File: src/rtl/fsx_pkg.sv
// Package: shared sizes and the folded sign-correction constant.
// Assumes exactly four operands, so that one row of 4:2 cells reduces them
// to two terms, and a result three bits wider than an operand.
package fsx_pkg;
    localparam int OPW  = 8;
    localparam int NOPS = 4;
    localparam int RESW = OPW + 3;

    // Sum of NOPS all-ones fields that start at the sign column, modulo 2^rw.
    function automatic logic [31:0] fold_const(input int w, input int rw);
        logic [31:0] acc;
        logic [31:0] field;
        acc   = '0;
        field = ((32'd1 << rw) - 32'd1) & ~((32'd1 << (w - 1)) - 32'd1);
        for (int k = 0; k < NOPS; k++) begin
            acc = acc + field;
        end
        return acc & ((32'd1 << rw) - 32'd1);
    endfunction
endpackage

File: src/rtl/fsx_dot_prep.sv
// Module: builds the dot diagram. The sign bit of every operand is inverted,
// the lower bits pass through, and the pre-summed correction constant is output.
// Assumes two's-complement operands of width W and a result of width RW.
module fsx_dot_prep #(
    parameter int W  = fsx_pkg::OPW,
    parameter int RW = fsx_pkg::RESW
) (
    input  logic [fsx_pkg::NOPS-1:0][W-1:0] ops,
    output logic [fsx_pkg::NOPS-1:0][W-1:0] rows,
    output logic [RW-1:0]                   kconst
);
    localparam logic [31:0] KFULL = fsx_pkg::fold_const(W, RW);

    // Constant dots, fixed at elaboration.
    assign kconst = KFULL[RW-1:0];

    for (genvar g = 0; g < fsx_pkg::NOPS; g++) begin : g_lane
        // Invert the sign bit and pass the magnitude bits through.
        assign rows[g] = {~ops[g][W-1], ops[g][W-2:0]};
    end
endmodule

File: src/rtl/fsx_comp42.sv
// Module: one 4:2 compressor cell built from two full-adder stages.
// Assumes co is taken from the first stage only, so it never depends on ci.
module fsx_comp42 (
    input  logic a,
    input  logic b,
    input  logic c,
    input  logic d,
    input  logic ci,
    output logic s,
    output logic cy,
    output logic co
);
    logic s1;

    // First stage: compress a, b and c into s1 and the side carry.
    always_comb begin
        s1 = a ^ b ^ c;
        co = (a & b) | (a & c) | (b & c);
    end

    // Second stage: fold d and the incoming side carry into the sum and carry.
    always_comb begin
        s  = s1 ^ d ^ ci;
        cy = (s1 & d) | (s1 & ci) | (d & ci);
    end
endmodule

File: src/rtl/fsx_comp42_row.sv
// Module: a row of W chained 4:2 cells that reduces four rows to two terms.
// Assumes the rows are aligned on column 0. The top cell's side carry leaves
// the row at column W.
module fsx_comp42_row #(
    parameter int W = fsx_pkg::OPW
) (
    input  logic [fsx_pkg::NOPS-1:0][W-1:0] rows,
    output logic [W-1:0]                    s_vec,
    output logic [W-1:0]                    cy_vec,
    output logic                            co_top
);
    logic [W:0] side;

    // Column 0 has no neighbour below it.
    assign side[0] = 1'b0;
    assign co_top  = side[W];

    for (genvar i = 0; i < W; i++) begin : g_col
        fsx_comp42 u_cell (
            .a  (rows[0][i]),
            .b  (rows[1][i]),
            .c  (rows[2][i]),
            .d  (rows[3][i]),
            .ci (side[i]),
            .s  (s_vec[i]),
            .cy (cy_vec[i]),
            .co (side[i+1])
        );
    end
endmodule

File: src/rtl/fsx_cpa.sv
// Module: RW-bit ripple carry-propagate adder. The carry out is dropped, so
// the sum is modulo 2^RW.
// Assumes operands that are already aligned. Zero upper columns reduce to
// plain wiring after constant folding.
module fsx_cpa #(
    parameter int RW = fsx_pkg::RESW
) (
    input  logic [RW-1:0] x,
    input  logic [RW-1:0] y,
    output logic [RW-1:0] z
);
    logic [RW:0] cc;

    assign cc[0] = 1'b0;

    for (genvar i = 0; i < RW; i++) begin : g_bit
        // One full-adder stage of the ripple chain.
        always_comb begin
            z[i]    = x[i] ^ y[i] ^ cc[i];
            cc[i+1] = (x[i] & y[i]) | (x[i] & cc[i]) | (y[i] & cc[i]);
        end
    end
endmodule

File: src/rtl/quad_sum_fold.sv
// Module: top level of the four-operand signed adder with folded sign
// extension. It prepares the dots, applies one 4:2 row, merges the constant
// dots without any cell, and finishes with the CPA.
// Assumes four OPW-bit two's-complement operands. For four operands the
// constant has no dot in column OPW, which keeps that column free for the
// top side carry.
module quad_sum_fold #(
    parameter int OPW = fsx_pkg::OPW
) (
    input  logic [OPW-1:0]   op0,
    input  logic [OPW-1:0]   op1,
    input  logic [OPW-1:0]   op2,
    input  logic [OPW-1:0]   op3,
    output logic [OPW+2:0]   sum_out
);
    localparam int RW  = OPW + 3;
    localparam int UPW = RW - OPW - 1;

    logic [fsx_pkg::NOPS-1:0][OPW-1:0] ops;
    logic [fsx_pkg::NOPS-1:0][OPW-1:0] rows;
    logic [RW-1:0]                     kconst;
    logic [OPW-1:0]                    s_vec;
    logic [OPW-1:0]                    cy_vec;
    logic                              co_top;
    logic [RW-1:0]                     term_a;
    logic [RW-1:0]                     term_b;

    assign ops = {op3, op2, op1, op0};

    fsx_dot_prep #(.W(OPW), .RW(RW)) u_prep (
        .ops    (ops),
        .rows   (rows),
        .kconst (kconst)
    );

    fsx_comp42_row #(.W(OPW)) u_row (
        .rows   (rows),
        .s_vec  (s_vec),
        .cy_vec (cy_vec),
        .co_top (co_top)
    );

    // Term A: constant dots on top, the side carry in column OPW, sums below.
    assign term_a = {kconst[RW-1:OPW+1], co_top, s_vec};
    // Term B: carries moved up by one column.
    assign term_b = {{UPW{1'b0}}, cy_vec, 1'b0};

    fsx_cpa #(.RW(RW)) u_cpa (
        .x (term_a),
        .y (term_b),
        .z (sum_out)
    );
endmodule

File: config.mk
export PLATFORM = sky130hd
export DESIGN_NAME = quad_sum_fold
export DESIGN_NICKNAME = d
export VERILOG_FILES = /design/src/rtl/fsx_pkg.sv /design/src/rtl/fsx_dot_prep.sv /design/src/rtl/fsx_comp42.sv /design/src/rtl/fsx_comp42_row.sv /design/src/rtl/fsx_cpa.sv /design/src/rtl/quad_sum_fold.sv
export SDC_FILE = /design/constraint.sdc
export NUM_CORES = 1
export LEC_CHECK = 0
export BUFFER_PORTS_ARGS = -buffer_cell sky130_fd_sc_hd__buf_2
export CAP_MARGIN = 40
export CORE_AREA = 8 8 49 51
export DETAILED_ROUTE_END_ITERATION = 7
export DIE_AREA = 0 0 57 59
export PLACE_DENSITY = 0.72
export SLEW_MARGIN = 20
export SYNTH_ARGS = -nofsm -noshare
export SYNTH_HDL_FRONTEND = slang
export SYNTH_SLANG_ARGS = --single-unit
File: constraint.sdc
create_clock -name vclk -period 7.1
set_input_delay 1.42 -clock vclk [all_inputs]
set_output_delay 1.42 -clock vclk [all_outputs]
set_load 0.005 [all_outputs]
==> run_results.csv <==
group,metric,value,unit
worst_setup_path,max_stage_delay,0.53,ns
timing,rsz0062_at_grt,"no",
final_layout,flops_and_latches,0,
worst_setup_path,critPathSlowestCell,"fa_1",
final_layout,final_cell_mix,"buf_2, fa_1, inv_1",
power,clock_power_share,0,%
worst_setup_path,cp-end-kind,"output port",
worst_setup_path,startpoint_type,"primary input",
yosys,avgSynthCellArea,13.1,µm²
outcome,outcome,"finished, final reports clean",
timing,period_share,97.8,%
worst_hold_path,min_path_cells,3,
global_routing,grt_pass1_vias,596,
timing,finalSetupViolations,0,
final_layout,antennaDiodeCount,0,
global_routing,antenna_found_initial,0,
final_layout,clock_buffers,0,
worst_setup_path,critPathKind,"in -> out",
die,core,0.00165,mm²
power,p_leak,0.423,nW
final_layout,nFillCells,168,
power,switching_share,48.1,%
die,ios,43,
detailed_routing,firstDrtPassIters,2,
detailed_routing,first_iter_violations,1,
timing,maxSlewViolCount,0,
yosys,netlist_area,537,µm²
timing,fin_setup_tns,0,ns
detailed_routing,antenna_left,0,
worst_hold_path,min_to,"sum_out[0]",
die,dieArea,0.00336,mm²
worst_setup_path,worstPathArrival,5.53,ns
power,power_switching,58.9,µW
power,p_int,63.4,µW
timing,hold_ws,3.14,ns
global_routing,grt_pass1_wl,2260,µm
die,dieHeight,59,µm
final_layout,layout_commonest_cell,"buf_2",
yosys,post_synth_inst_count,41,
die,row_count,15,
clock_tree,post_cts_buffers,0,
worst_setup_path,crit_path_frequent_cell,"fa_2",
worst_setup_path,crit_chain,"buf_2, inv_1, fa_1, inv_1, fa_1, ha_1, fa_2, fa_2, fa_1, fa_2, fa_2, fa_2, fa_1, buf_2",
worst_setup_path,cp_top_family,"adder cells",
power,power.total,122,µW
placement,gp_congestion,0.686,
global_routing,overflow,0,
final_layout,layout.cells.non_filler,99,
yosys,ys_seq_area_share,0,%
detailed_routing,dr_total_vias,430,
detailed_routing,wl_per_cell,13.0,µm
worst_hold_path,min_from,"op3[0]",
detailed_routing,drt-total-wl,1290,µm
worst_setup_path,required,5.68,ns
timing,finalCriticalPeriod,6.95,ns
worst_setup_path,cp.depth,14,
timing,max_freq,144,MHz
placement,post-place-ws,-0.119,ns
run,max-cap-violations,0,
final_layout,nNetsFinal,140,
timing,setup_ws,0.153,ns
yosys,yosys.cell_types.count,4,
placement,dp_cells,99,
timing,hold_viol,0,
power,ir_drop,0.108,mV
die,start_util,32.5,%
placement,port_buffers,43,
detailed_routing,route.detailed.drc,0,
yosys,synth_warnings,0,
final_layout,ff_latch_area,0,µm²
placement,place_hpwl,1290,µm
final_layout,area_growth,43.6,%
yosys,syn_nets,97,
global_routing,grt_usage,7.83,%
global_routing,grt_max_degree,3,
timing,maxSlewHeadroom,92.3,%
die,die_w,57,µm
worst_setup_path,crit_fanout,1,
worst_hold_path,hp-class,"in -> out",
detailed_routing,routed_via_density,4.34,
power,p_comb_share,100.0,%
final_layout,drive_above_1_share,58.5,%
timing,tightest_slew,0.116,ns
power,power_per_cell_area,159,mW/mm²
worst_setup_path,cp.buffers_inverters,4,
power,power_frac_seq,0,%
metal layers:
| layer | wire length [µm] | up-vias | track usage, % |
|---|---|---|---|
| met4 | 0 | 0 | 0 |
| met3 | 221 | 0 | 4.51 |
| met2 | 655 | 34 | 15.3 |
| met1 | 414 | 206 | 7.17 |
| met5 | 0 | - | 0 |
| li1 | - | 190 | - |
worst max-delay path by stage:
stage            from     endpoint
2_1_floorplan  op0[1]  sum_out[10]
3_3_place_gp   op0[1]   sum_out[8]
3_5_place_dp   op0[1]   sum_out[8]
4_1_cts        op0[1]   sum_out[8]
5_1_grt        op0[1]   sum_out[8]
6_report       op0[1]   sum_out[8]
synth_stat cells:
cell	count	area (µm²)
buf_4	2	15.0
fa_1	22	440
ha_1	2	25.0
inv_1	15	56.3
cells by family (layout without fill, tap and decap cells):
family,count (synthesis),count (layout),share of synthesized area [%]
buffers and inverters,17,58,13.3
adder cells (fa/ha/maj),24,24,86.7
layout make-up:
cell class	count	area, µm²	area share (%)
multi-input combinational	24	478	62.0
timing repair buffer	43	215	27.9
inverter	15	56.3	7.31
tap	17	21.3	2.76
power by group through the flow:
stage	Sequential (mW)	Clock, mW	Combinational, mW
after global routing	0	0	0.146
after detailed placement	0	0	0.122
after CTS	0	0	0.126
after floorplan	0	0	0.0701
final	0	0	0.122
after global placement	0	0	0.114
through the flow:
| stage | util [%] | cell area (µm²) |
|---|---|---|
| 6_report | 46.7 | 771 |
| 5_1_grt | 46.7 | 771 |
| 4_1_cts | 46.4 | 766 |
| 3_5_place_dp | 45.9 | 758 |
| 3_3_place_gp | 45.9 | 758 |
| 2_1_floorplan | - | 537 |
what timing repair did:
action / 4_1_cts / 5_1_grt
resized for setup: 3 / 2
gates cloned: 0 / 0
hold buffers: 0 / 0
hold endpoints to repair: 0 / 0
pin swaps: 0 / 0
setup endpoints to repair: 3 / 3
Note: power is estimated with default switching activity, not from simulation.
